`config.mk`:
```
export PLATFORM = sky130hd
export DESIGN_NAME = desc_autoload
export DESIGN_NICKNAME = d
export VERILOG_FILES = /design/src/rtl/dl_pkg.sv /design/src/rtl/dl_regs.sv /design/src/rtl/dl_fetch.sv /design/src/rtl/desc_autoload.sv
export SDC_FILE = /design/constraint.sdc
export NUM_CORES = 1
export LEC_CHECK = 0
export CAP_MARGIN = 20
export CORE_ASPECT_RATIO = 1.5
export CORE_MARGIN = 8
export CORE_UTILIZATION = 52
export CTS_CLUSTER_DIAMETER = 120
export DETAILED_ROUTE_END_ITERATION = 6
export DONT_BUFFER_PORTS = 1
export GPL_TIMING_DRIVEN = 0
export PLACE_DENSITY = 0.67
export SLEW_MARGIN = 10
export SYNTH_ARGS = -nofsm -noshare
export SYNTH_HDL_FRONTEND = slang
export SYNTH_SLANG_ARGS = --single-unit
```
`constraint.sdc`:
```
create_clock -name clk -period 3.51 [get_ports clk]
set_input_delay 0.1755 -clock clk [delete_from_list [all_inputs] [get_ports clk]]
set_output_delay 0.1755 -clock clk [all_outputs]
set_load 0.005 [all_outputs]
```
`src/rtl/dl_pkg.sv`:
```
package dl_pkg;

  typedef enum logic [2:0] {
    K_FULL     = 3'd0,
    K_PAIR_IDX = 3'd1,
    K_ONE_IDX  = 3'd2,
    K_PAIR     = 3'd3,
    K_ONE      = 3'd4
  } kind_e;

  typedef struct packed {
    logic       fast;
    logic       lmode;
    logic       pause;
    logic [1:0] htype;
    logic       src_v;
    logic       dst_v;
  } ctl_t;

  localparam logic [3:0] FLD_COUNT = 4'd12;

  function automatic kind_e kind_of(input logic [1:0] t, input logic s, input logic d);
    kind_e k;
    case (t)
      2'd2:    k = (s && d) ? K_PAIR_IDX : K_ONE_IDX;
      2'd3:    k = (s && d) ? K_PAIR : K_ONE;
      default: k = K_FULL;
    endcase
    return k;
  endfunction

  function automatic logic [3:0] payload_len(input kind_e k);
    logic [3:0] n;
    case (k)
      K_PAIR_IDX: n = 4'd8;
      K_ONE_IDX:  n = 4'd7;
      K_PAIR:     n = 4'd2;
      K_ONE:      n = 4'd1;
      default:    n = 4'd12;
    endcase
    return n;
  endfunction

  function automatic logic [3:0] field_code(input kind_e k, input logic [3:0] w, input logic s);
    logic [3:0] c;
    case (k)
      K_ONE_IDX: c = (w == 4'd0) ? {3'b000, ~s} : w + 4'd1;
      K_ONE:     c = {3'b000, ~s};
      default:   c = w;
    endcase
    return c;
  endfunction

endpackage

```
`src/rtl/dl_regs.sv`:
```
module dl_regs
  import dl_pkg::*;
#(
  parameter int DW = 32,
  parameter int CW = 16
) (
  input  logic          clk,
  input  logic          rst_n,
  input  logic          wr,
  input  logic [1:0]    addr,
  input  logic [DW-1:0] wdata,
  output logic [DW-1:0] rdata,
  input  logic          eng_pause_set,
  input  logic          eng_en_clr,
  input  logic          eng_cnt_inc,
  input  logic          eng_ptr_ld,
  input  logic [DW-1:0] eng_ptr_val,
  output ctl_t          ctl,
  output logic [DW-1:0] nptr,
  output logic          en,
  output logic [CW-1:0] cnt
);
  localparam int PADW = DW - 11;

  ctl_t          ctl_q, ctl_d;
  logic [DW-1:0] nptr_q, nptr_d;
  logic          en_q, en_d;
  logic [CW-1:0] cnt_q, cnt_d;

  always_comb begin
    ctl_d  = ctl_q;
    nptr_d = nptr_q;
    en_d   = en_q;
    cnt_d  = cnt_q;
    if (wr && addr == 2'd0) begin
      ctl_d.dst_v = wdata[0];
      ctl_d.src_v = wdata[2];
      ctl_d.htype = wdata[5:4];
      ctl_d.pause = wdata[7];
      ctl_d.lmode = wdata[8];
      ctl_d.fast  = wdata[10];
    end
    if (eng_pause_set) ctl_d.pause = 1'b1;
    if (wr && addr == 2'd1) nptr_d = wdata;
    if (eng_ptr_ld)         nptr_d = eng_ptr_val;
    if (wr && addr == 2'd3) en_d = wdata[0];
    if (eng_en_clr)         en_d = 1'b0;
    if (eng_cnt_inc)        cnt_d = cnt_q + 1'b1;
    if (wr && addr == 2'd2) cnt_d = wdata[CW-1:0];
  end

  always_ff @(posedge clk or negedge rst_n) begin
    if (!rst_n) begin
      ctl_q  <= '0;
      nptr_q <= '0;
      en_q   <= 1'b0;
      cnt_q  <= '0;
    end else begin
      ctl_q  <= ctl_d;
      nptr_q <= nptr_d;
      en_q   <= en_d;
      cnt_q  <= cnt_d;
    end
  end

  always_comb begin
    case (addr)
      2'd0: rdata = {{PADW{1'b0}}, ctl_q.fast, 1'b0, ctl_q.lmode, ctl_q.pause, 1'b0,
                     ctl_q.htype, 1'b0, ctl_q.src_v, 1'b0, ctl_q.dst_v};
      2'd1: rdata = nptr_q;
      2'd2: rdata = {{(DW-CW){1'b0}}, cnt_q};
      default: rdata = {{(DW-1){1'b0}}, en_q};
    endcase
  end

  assign ctl  = ctl_q;
  assign nptr = nptr_q;
  assign en   = en_q;
  assign cnt  = cnt_q;
endmodule

```
`src/rtl/dl_fetch.sv`:
```
module dl_fetch #(
  parameter int DW = 32,
  parameter int IW = 4
) (
  input  logic          clk,
  input  logic          rst_n,
  input  logic          start,
  input  logic [DW-1:0] base,
  input  logic [IW-1:0] nwords,
  output logic          mem_req,
  output logic [DW-1:0] mem_addr,
  input  logic          mem_rvalid,
  input  logic [DW-1:0] mem_rdata,
  output logic          word_vld,
  output logic [IW-1:0] word_idx,
  output logic [DW-1:0] word_data,
  output logic          last
);
  logic          busy_q, busy_d;
  logic          req_q, req_d;
  logic [DW-1:0] addr_q, addr_d;
  logic [IW-1:0] idx_q, idx_d;
  logic          accept;

  assign accept = busy_q && !req_q && mem_rvalid;

  always_comb begin
    busy_d = busy_q;
    req_d  = 1'b0;
    addr_d = addr_q;
    idx_d  = idx_q;
    if (start) begin
      busy_d = 1'b1;
      req_d  = 1'b1;
      addr_d = {base[DW-1:2], 2'b00};
      idx_d  = '0;
    end else if (accept) begin
      if (idx_q == nwords - 1'b1) begin
        busy_d = 1'b0;
      end else begin
        req_d  = 1'b1;
        addr_d = addr_q + DW'(4);
        idx_d  = idx_q + 1'b1;
      end
    end
  end

  always_ff @(posedge clk or negedge rst_n) begin
    if (!rst_n) begin
      busy_q <= 1'b0;
      req_q  <= 1'b0;
      addr_q <= '0;
      idx_q  <= '0;
    end else begin
      busy_q <= busy_d;
      req_q  <= req_d;
      addr_q <= addr_d;
      idx_q  <= idx_d;
    end
  end

  assign mem_req   = req_q;
  assign mem_addr  = addr_q;
  assign word_vld  = accept;
  assign word_idx  = idx_q;
  assign word_data = mem_rdata;
  assign last      = accept && (idx_q == nwords - 1'b1);
endmodule

```
`src/rtl/desc_autoload.sv`:
```
module desc_autoload
  import dl_pkg::*;
#(
  parameter int DW = 32,
  parameter int CW = 16
) (
  input  logic          clk,
  input  logic          rst_n,
  input  logic          reg_wr,
  input  logic [1:0]    reg_addr,
  input  logic [DW-1:0] reg_wdata,
  output logic [DW-1:0] reg_rdata,
  output logic          mem_req,
  output logic [DW-1:0] mem_addr,
  input  logic          mem_rvalid,
  input  logic [DW-1:0] mem_rdata,
  output logic          blk_start,
  input  logic          blk_done,
  output logic          fld_we,
  output logic [3:0]    fld_sel,
  output logic [DW-1:0] fld_data,
  output logic          paused,
  output logic          blk_end,
  output logic          list_done
);
  localparam int IW = 4;
  localparam logic [DW-3:0] END_HI = {(DW-2){1'b1}};

  typedef enum logic [1:0] {S_IDLE, S_PRE, S_FETCH, S_RUN} st_e;

  ctl_t          ctl;
  logic [DW-1:0] nptr;
  logic          en_w;
  logic [CW-1:0] cnt_w;
  logic          pause_set, en_clr, cnt_inc, ptr_ld, f_start;
  logic          w_vld, w_last;
  logic [IW-1:0] w_idx, nwords;
  logic [DW-1:0] w_data;

  st_e           st_q, st_d;
  kind_e         kind_q, kind_d, nkind_q, nkind_d;
  logic          src_q, src_d, nsrc_q, nsrc_d, nntf_q, nntf_d;
  logic          pend_q, pend_d, cur_q, cur_d, inl_q, inl_d;
  logic [DW-1:0] ptrw_q, ptrw_d;
  logic          bs_q, bs_d, be_q, be_d, ld_q, ld_d;

  dl_regs #(.DW(DW), .CW(CW)) u_regs (
    .clk(clk), .rst_n(rst_n), .wr(reg_wr), .addr(reg_addr), .wdata(reg_wdata),
    .rdata(reg_rdata), .eng_pause_set(pause_set), .eng_en_clr(en_clr),
    .eng_cnt_inc(cnt_inc), .eng_ptr_ld(ptr_ld), .eng_ptr_val(ptrw_q),
    .ctl(ctl), .nptr(nptr), .en(en_w), .cnt(cnt_w)
  );

  assign nwords = 4'd2 + payload_len(kind_q);

  dl_fetch #(.DW(DW), .IW(IW)) u_fetch (
    .clk(clk), .rst_n(rst_n), .start(f_start), .base(nptr), .nwords(nwords),
    .mem_req(mem_req), .mem_addr(mem_addr), .mem_rvalid(mem_rvalid),
    .mem_rdata(mem_rdata), .word_vld(w_vld), .word_idx(w_idx),
    .word_data(w_data), .last(w_last)
  );

  // field steering: word 1 is the count word, payload from word 2 on
  assign fld_we   = w_vld && (w_idx != '0);
  assign fld_sel  = (w_idx == 4'd1) ? FLD_COUNT : field_code(kind_q, w_idx - 4'd2, src_q);
  assign fld_data = (w_idx == 4'd1) ? {8'h00, w_data[23:0]} : w_data;

  always_comb begin
    st_d = st_q;  kind_d = kind_q;  src_d = src_q;
    nkind_d = nkind_q;  nsrc_d = nsrc_q;  nntf_d = nntf_q;
    ptrw_d = ptrw_q;  pend_d = pend_q;  cur_d = cur_q;  inl_d = inl_q;
    bs_d = 1'b0;  be_d = 1'b0;  ld_d = 1'b0;
    f_start = 1'b0;  pause_set = 1'b0;  en_clr = 1'b0;  cnt_inc = 1'b0;  ptr_ld = 1'b0;
    if (w_vld && w_idx == 4'd0) ptrw_d = w_data;
    if (w_vld && w_idx == 4'd1) begin
      nkind_d = kind_of(w_data[30:29], w_data[24], w_data[26]);
      nsrc_d  = w_data[24];
      nntf_d  = w_data[28];
    end
    case (st_q)
      S_IDLE: if (en_w && ctl.lmode && !ctl.pause) begin
        if (!inl_q) begin
          inl_d  = 1'b1;
          kind_d = kind_of(ctl.htype, ctl.src_v, ctl.dst_v);
          src_d  = ctl.src_v;
          pend_d = 1'b0;
          cur_d  = 1'b0;
          if (ctl.fast) begin
            f_start = 1'b1;  st_d = S_FETCH;
          end else begin
            bs_d = 1'b1;  st_d = S_PRE;
          end
        end else begin
          f_start = 1'b1;  st_d = S_FETCH;
        end
      end
      S_PRE: if (blk_done) begin
        f_start = 1'b1;  st_d = S_FETCH;
      end
      S_FETCH: if (w_last) begin
        ptr_ld = 1'b1;
        kind_d = nkind_q;
        src_d  = nsrc_q;
        cur_d  = pend_q;
        pend_d = nntf_q;
        bs_d   = 1'b1;
        st_d   = S_RUN;
      end
      S_RUN: if (blk_done) begin
        cnt_inc = 1'b1;
        be_d    = cur_q;
        if (ptrw_q[DW-1:2] == END_HI) begin
          en_clr = 1'b1;  ld_d = 1'b1;  inl_d = 1'b0;  st_d = S_IDLE;
        end else if (ptrw_q[0]) begin
          pause_set = 1'b1;  en_clr = 1'b1;  st_d = S_IDLE;
        end else begin
          f_start = 1'b1;  st_d = S_FETCH;
        end
      end
      default: st_d = S_IDLE;
    endcase
  end

  always_ff @(posedge clk or negedge rst_n) begin
    if (!rst_n) begin
      st_q <= S_IDLE;  kind_q <= K_FULL;  src_q <= 1'b0;
      nkind_q <= K_FULL;  nsrc_q <= 1'b0;  nntf_q <= 1'b0;
      ptrw_q <= '0;  pend_q <= 1'b0;  cur_q <= 1'b0;  inl_q <= 1'b0;
      bs_q <= 1'b0;  be_q <= 1'b0;  ld_q <= 1'b0;
    end else begin
      st_q <= st_d;  kind_q <= kind_d;  src_q <= src_d;
      nkind_q <= nkind_d;  nsrc_q <= nsrc_d;  nntf_q <= nntf_d;
      ptrw_q <= ptrw_d;  pend_q <= pend_d;  cur_q <= cur_d;  inl_q <= inl_d;
      bs_q <= bs_d;  be_q <= be_d;  ld_q <= ld_d;
    end
  end

  assign blk_start = bs_q;
  assign blk_end   = be_q;
  assign list_done = ld_q;
  assign paused    = ctl.pause;
endmodule

```
==> run_results.csv, run 1 <==
group,metric,value,unit
timing,post-route-min-period,3.28,ns
logic_synthesis,postSynthCellCount,789,
placed_design,io_buffers,0,
routing,avgViaCountPerCell,5.82,
layout,final_common_cell,"dfrtp_1",
timing,worst_slack,0.233,ns
worst_setup_path,start_kind,"flop",
routing,drtIter0Drc,295,
floorplan,io_pins,177,
cts,clockBufferDepth,2,
layout,final_nets,959,
floorplan,fp.dieH,166,µm
hold_path,hold_path_class,"in -> reg",
worst_setup_path,crit_path_top_delay_cell,"a221oi_4",
power_and_ir_drop,ir_worst_vdd,0.401,mV
placed_design,placed_area,8050,µm²
layout,final_cell_mix,"141 x dfrtp_1, 86 x nand2_1, 67 x dlygate4sd3_1, 64 x nor2_1, 62 x a21oi_1",
run_status,status,"complete, no violations",
placed_design,gp_congestion,0.950,
logic_synthesis,ys_async_sr_fraction,1.00,
routing,wirelength,23.3,mm
logic_synthesis,ys.flop_type,"dfrtp_1",
power_and_ir_drop,leakagePower,4.05,nW
floorplan,die_x,116,µm
routing,vias,6353,
worst_setup_path,critical_path.most_common_cell,"o21ai_0",
worst_setup_path,critPathRequiredTime,3.80,ns
layout,drive_gt1_frac,0.156,
global_routing,antenna_found_initial,2,
routing,dr.max_layer_used,"met4",
placed_design,place_ws,0.263,ns
routing,drt-met1-wl,8.56,mm
placed_design,dp_hpwl,17.3,mm
timing,setup_viol,0,
routing,antenna_left,0,
logic_synthesis,syn_area_per_cell,9.88,µm²
timing,tightest_slew,0.849,ns
floorplan,start_util,0.524,
timing,hold_viol,0,
layout,syn2layout_area_growth,20.2,%
logic_synthesis,ys_seq_area_frac,0.453,
timing,slew_viol_final,0,
logic_synthesis,synth_edf_count,0,
routing,met2WireLength,12.3,mm
cts,cts-root-buf,"clkbuf_16",
worst_setup_path,crit_chain,"buf_4 > nand2b_1 > inv_1 > o21a_2 > ha_1 > xor2_2 > o21ai_0 > a221oi_4 > and4_1 > buf_2 > clkbuf_2 > o21ai_0",
routing,drc,0,
timing,fin_tns_setup,0,ns
logic_synthesis,netlist_area,7790,µm²
logic_synthesis,synth_cell_types,54,
global_routing,grt_pass1_vias,6844,
routing,wl_met3,1.77,mm
floorplan,num_rows,55,
floorplan,core,14900,µm²
routing,first_pass_iters,5,
flow_run,maxCapViolCount,0,
worst_setup_path,end_kind,"flop",
floorplan,die_area,19200,µm²
cts,insertion_delay,0.43,ns
logic_synthesis,ys_seq_elements,141,
global_routing,grt_pass1_wl,37.2,mm
cts,cts_htree_levels,4,
timing,rsz0062_at_grt,"no",
worst_setup_path,cp.arrival,3.57,ns
cts,clk_pin_slew,0.06,ns
layout,fin_cells,1091,
cts,cts_setup_buffers,0,
worst_setup_path,crit_fanout,10,
timing,maxSlewHeadroom,0.429,
placed_design,placed_cells,989,
cts,cts_sinks,141,
power_and_ir_drop,power_density,809,nW/µm²
worst_setup_path,path_class,"reg -> reg",
routing,wl_per_cell,21.4,µm
cts,cts-buffers-inserted,17,
global_routing,grt_start_max_net_pins,142,
timing,finClkSkew,0.0101,ns
global_routing,grt_overflow,0,
global_routing,grtUsageTotal,0.250,
logic_synthesis,synth_warnings,0,
cts,tritoncts,"yes",
timing,finalCritPeriodShare,0.934,
worst_setup_path,slowest_delay,0.51,ns
timing,fmax,305,MHz
layout,fin_area,9370,µm²
==> state kept, by name (all words and copies together) (netlist names) <==
| register | flops |
|---|---|
| ptrw_q | 32 |
| u_regs.nptr | 32 |
| u_fetch.mem_addr | 30 |
| u_regs.cnt | 16 |
| u_regs.ctl | 7 |
| u_fetch.word_idx | 4 |
| kind_q | 3 |
| nkind_q | 3 |
| st_q | 2 |
| blk_end | 1 |
| blk_start | 1 |
| cur_q | 1 |
| inl_q | 1 |
| list_done | 1 |
| nntf_q | 1 |
| nsrc_q | 1 |
| pend_q | 1 |
| src_q | 1 |
| u_fetch.busy_q | 1 |
| u_fetch.mem_req | 1 |
| u_regs.en | 1 |
==> through the flow <==
| step | total power [mW] | hold WS [ns] | util |
|---|---|---|---|
| after global routing | 8.03 | 0.0170 | 0.630 |
| after detailed placement | 5.59 | -0.113 | 0.541 |
| after global placement | 5.49 | -0.113 | 0.541 |
| final | 7.58 | 0.00644 | 0.630 |
| after floorplan | 4.79 | -0.120 | - |
| after CTS | 7.59 | 0.00107 | 0.629 |
==> critical path, delay by kind of cell, from the launching register on <==
family                     cells  cell delay, ns
xor gates and xnor gates       1            0.23
DFF                            1            0.35
and+or+nand+nor                2            0.42
adders and majority gates      1            0.21
AOI/OAI and AO/OA              4            1.09
buffers and inverters          4            0.84
==> power by group <==
part,internal [mW],leakage (nW),switching [mW]
clock network,1.13,0.283,0.750
logic,1.13,2.10,1.36
registers,2.35,1.67,0.859
==> synth_stat cells, types with 2 or more instances <==
| library cell | instances | area (µm²) |
|---|---|---|
| dfrtp_1 | 141 | 3530 |
| nand2_1 | 86 | 323 |
| nor2_1 | 64 | 240 |
| a21oi_1 | 62 | 310 |
| mux2i_1 | 47 | 470 |
| o21ai_0 | 47 | 235 |
| mux2_2 | 43 | 484 |
| xnor2_1 | 43 | 377 |
| buf_4 | 29 | 218 |
| and2_1 | 27 | 169 |
| clkbuf_1 | 23 | 86.3 |
| nand3_1 | 18 | 90.1 |
| nand4_1 | 17 | 106 |
| inv_1 | 14 | 52.6 |
| and3_1 | 13 | 81.3 |
| a211oi_1 | 10 | 75.1 |
| ha_1 | 10 | 125 |
| xor2_1 | 10 | 87.6 |
| a22o_1 | 9 | 78.8 |
| buf_2 | 9 | 45.0 |
| a2111oi_2 | 7 | 105 |
| buf_1 | 6 | 22.5 |
| nor2b_1 | 6 | 37.5 |
| nand2b_1 | 5 | 31.3 |
| a31oi_1 | 3 | 18.8 |
| and4_1 | 3 | 26.3 |
| nand3b_1 | 3 | 22.5 |
| clkbuf_2 | 2 | 10.0 |
| nand4_2 | 2 | 25.0 |
| nor3_1 | 2 | 10.0 |
| nor3b_1 | 2 | 15.0 |
| nor4_1 | 2 | 12.5 |
| or3_1 | 2 | 12.5 |
| or3b_2 | 2 | 17.5 |
==> kinds of logic after synthesis <==
logic type               synth area share
AND/OR/NAND/NOR                     0.158
AO/OA/AOI/OAI                       0.127
flip-flops                          0.453
multiplexers                        0.127
buffers and inverters              0.0572
XOR/XNOR                           0.0616
adder cells (fa/ha/maj)            0.0161
other                            0.000481
==> layout make-up <==
cell class | count | area [µm²]
clock inverter | 14 | 183
inverter | 14 | 52.6
multi-input combinational | 565 | 3830
sequential | 141 | 3530
tap | 199 | 249
buffer | 70 | 393
timing repair buffer | 69 | 703
antenna | 1 | 2.50
fill | 1249 | 5490
clock buffer | 18 | 429
==> path summary, 6_finish.rpt <==
path / startpoint / end / cells after the start / slack (ns)
setup / recovery: kind_q[2] / u_regs.nptr[14] / 12 / 0.23
max in group asynchronous: rst_n / u_fetch.mem_addr[7] / 2 / 2.56
min in group asynchronous: rst_n / ptrw_q[28] / 2 / 0.40
hold reg to reg: u_fetch.busy_q / u_fetch.busy_q / 2 / 0.50
hold / removal: mem_rdata[26] / nkind_q[2] / 3 / 0.006
setup reg to reg: kind_q[2] / u_regs.nptr[14] / 12 / 0.23
==> metal layers <==
layer  vias up  global-route usage
li1       2908                   -
met1      3185               0.268
met2       213               0.438
met3        47              0.0721
met4         0               0.112
met5         -                   0
==> repair_timing <==
action,in CTS,in global routing
hold buffers,68,0
gates resized for setup,0,1
endpoints found under the setup margin,0,8
hold endpoints to repair,234,0
Power figures use the tool's default switching activity.
==> run 2: changes to the inputs <==
--- a/config.mk
+++ b/config.mk
@@ -11,2 +11,3 @@
 export CORE_UTILIZATION = 52
+export CTS_BUF_LIST = sky130_fd_sc_hd__clkbuf_8
 export CTS_CLUSTER_DIAMETER = 120
==> constraint.sdc (replaced) <==
create_clock -name clk -period 3.51 [get_ports clk]
set_input_delay 0.351 -clock clk [delete_from_list [all_inputs] [get_ports clk]]
set_output_delay 0.351 -clock clk [all_outputs]
set_load 0.005 [all_outputs]
==> run_results.csv, run 2 (synthesis results as in run 1) <==
group,metric,value,unit
run_status,status,"complete, but fails checks",
run_status,violations,"negative hold slack",
layout,drive_gt1_frac,0.169,
layout,final_cell_mix,"141 x dfrtp_1, 86 x nand2_1, 64 x nor2_1, 62 x a21oi_1",
floorplan,num_rows,55,
worst_setup_path,start_kind,"flop",
floorplan,die_x,116,µm
cts,cts-buffers-inserted,17,
timing,fin_tns_setup,0,ns
power_and_ir_drop,intPower,4.14,mW
power_and_ir_drop,p_clk_frac,0.200,
routing,drtIter0Drc,260,
timing,setup_viol,0,
timing,tightest_slew,0.803,ns
layout,final_nets,891,
global_routing,grt_pass1_vias,6447,
timing,maxSlewHeadroom,0.465,
layout,final_common_cell,"dfrtp_1",
flow_run,maxCapViolCount,0,
routing,wirelength,22.4,mm
worst_setup_path,path_class,"reg -> reg",
cts,tritoncts,"yes",
cts,cts_htree_levels,4,
cts,insertion_delay,0.44,ns
timing,worst_slack,0.233,ns
cts,cts-root-buf,"clkbuf_8",
power_and_ir_drop,netSwitchingPower,2.83,mW
timing,rsz0062_at_grt,"no",
power_and_ir_drop,power_density,821,nW/µm²
power_and_ir_drop,ir_worst_vdd,0.412,mV
layout,syn2layout_area_growth,8.86,%
power_and_ir_drop,sequentialPowerShare,0.458,
global_routing,grt_start_max_net_pins,142,
floorplan,start_util,0.524,
timing,post-route-min-period,3.28,ns
layout,nFillCells,1372,
placed_design,io_buffers,0,
timing,slew_viol_final,0,
worst_setup_path,reg2reg_depth,12,
worst_setup_path,timing.rr.end,"u_regs.nptr[14]",
worst_setup_path,cp.arrival,3.59,ns
layout,diodes,0,
power_and_ir_drop,leakagePower,3.68,nW
routing,first_pass_iters,5,
floorplan,io_pins,177,
worst_setup_path,end_kind,"flop",
cts,cts_setup_buffers,0,
routing,antenna_left,0,
routing,wl_per_cell,21.9,µm
worst_setup_path,crit_fanout,10,
worst_setup_path,reg2reg_from,"kind_q[2]",
placed_design,dp_hpwl,17.3,mm
cts,clockBufferDepth,2,
timing,finalCritPeriodShare,0.934,
worst_setup_path,critPathRequiredTime,3.82,ns
cts,clk_pin_slew,0.08,ns
timing,fmax,305,MHz
floorplan,die_area,19200,µm²
worst_setup_path,rrSetupSlack,0.23,ns
global_routing,antenna_found_initial,1,
global_routing,grt_overflow,0,
placed_design,gp_congestion,0.950,
timing,hold_ws,-0.401,ns
floorplan,core,14900,µm²
floorplan,fp.dieH,166,µm
timing,hold_viol,141,
routing,avgViaCountPerCell,5.91,
global_routing,grtUsageTotal,0.240,
hold_path,hold_path_class,"in -> async",
power_and_ir_drop,p_comb_frac,0.341,
power_and_ir_drop,switching_share,0.406,
cts,cts_sinks,141,
routing,drc,0,
global_routing,grt_pass1_wl,35.5,mm
timing,finClkSkew,0.0167,ns
placed_design,place_ws,0.263,ns
routing,vias,6043,
## run 2: final cells by class
class	count	area, µm²	share of cell area
multi-input combinational	565	3840	0.452
sequential	141	3530	0.416
buffer	70	393	0.0463
tap	199	249	0.0293
clock buffer	17	234	0.0276
clock inverter	15	186	0.0220
inverter	14	52.6	0.00619
timing repair buffer	1	5.00	0.000590
## run 2: per-layer routing
| layer | GRT usage | routed length (µm) |
|---|---|---|
| met1 | 0.258 | 8240 |
| met2 | 0.417 | 11600 |
| met3 | 0.0724 | 1770 |
| met4 | 0.107 | 848 |
| met5 | 0 | 0 |
## run 2: what timing repair did
item / 4_1_cts / 5_1_grt
resized for setup: 0 / 2
setup endpoints to repair: 0 / 30
endpoints found under the hold margin: 141 / 141
## run 2: worst max path at each step
stage | to | cells after the start | slack, ns | start
after global routing | u_regs.nptr[19] | 12 | 0.05 | kind_q[2]
after detailed placement | u_regs.nptr[14] | 12 | 0.26 | kind_q[2]
final | u_regs.nptr[14] | 12 | 0.23 | kind_q[2]
after floorplan | kind_q[1] | 11 | 0.71 | kind_q[2]
after CTS | u_regs.nptr[14] | 12 | 0.26 | kind_q[2]
after global placement | kind_q[2] | 11 | 0.31 | kind_q[2]
## run 2: power by group through the flow
stage                     sequential, mW  clock (mW)  combinational [mW]
after detailed placement            3.22           0                2.37
after global routing                3.30        1.49                2.63
after CTS                           3.19        1.42                2.39
after global placement              3.19           0                2.30
after floorplan                     2.89           0                1.90
final                               3.20        1.40                2.38
## run 2: worst max-delay path, cell delays in order, from the launching register on
cell and delay [ns]:
dfrtp_1 0.36, buf_4 0.16, nand2b_1 0.17, inv_1 0.14, o21a_2 0.26, ha_1 0.21, xor2_2 0.22, o21ai_0 0.18
a221oi_4 0.50, and4_1 0.25, buf_2 0.25, clkbuf_2 0.31, o21ai_0 0.14
## run 2: stage by stage
step / instances / utilization / hold slack [ns] / instance area, µm² / total power [mW]
CTS: 1021 / 0.570 / -0.415 / 8470 / 7.00
global placement: 989 / 0.541 / 0.0623 / 8050 / 5.49
detailed placement: 989 / 0.541 / 0.0627 / 8050 / 5.59
global route: 1022 / 0.571 / -0.435 / 8480 / 7.42
finish: 1022 / 0.571 / -0.401 / 8480 / 6.97
floorplan: 790 / - / 0.0554 / 7800 / 4.79
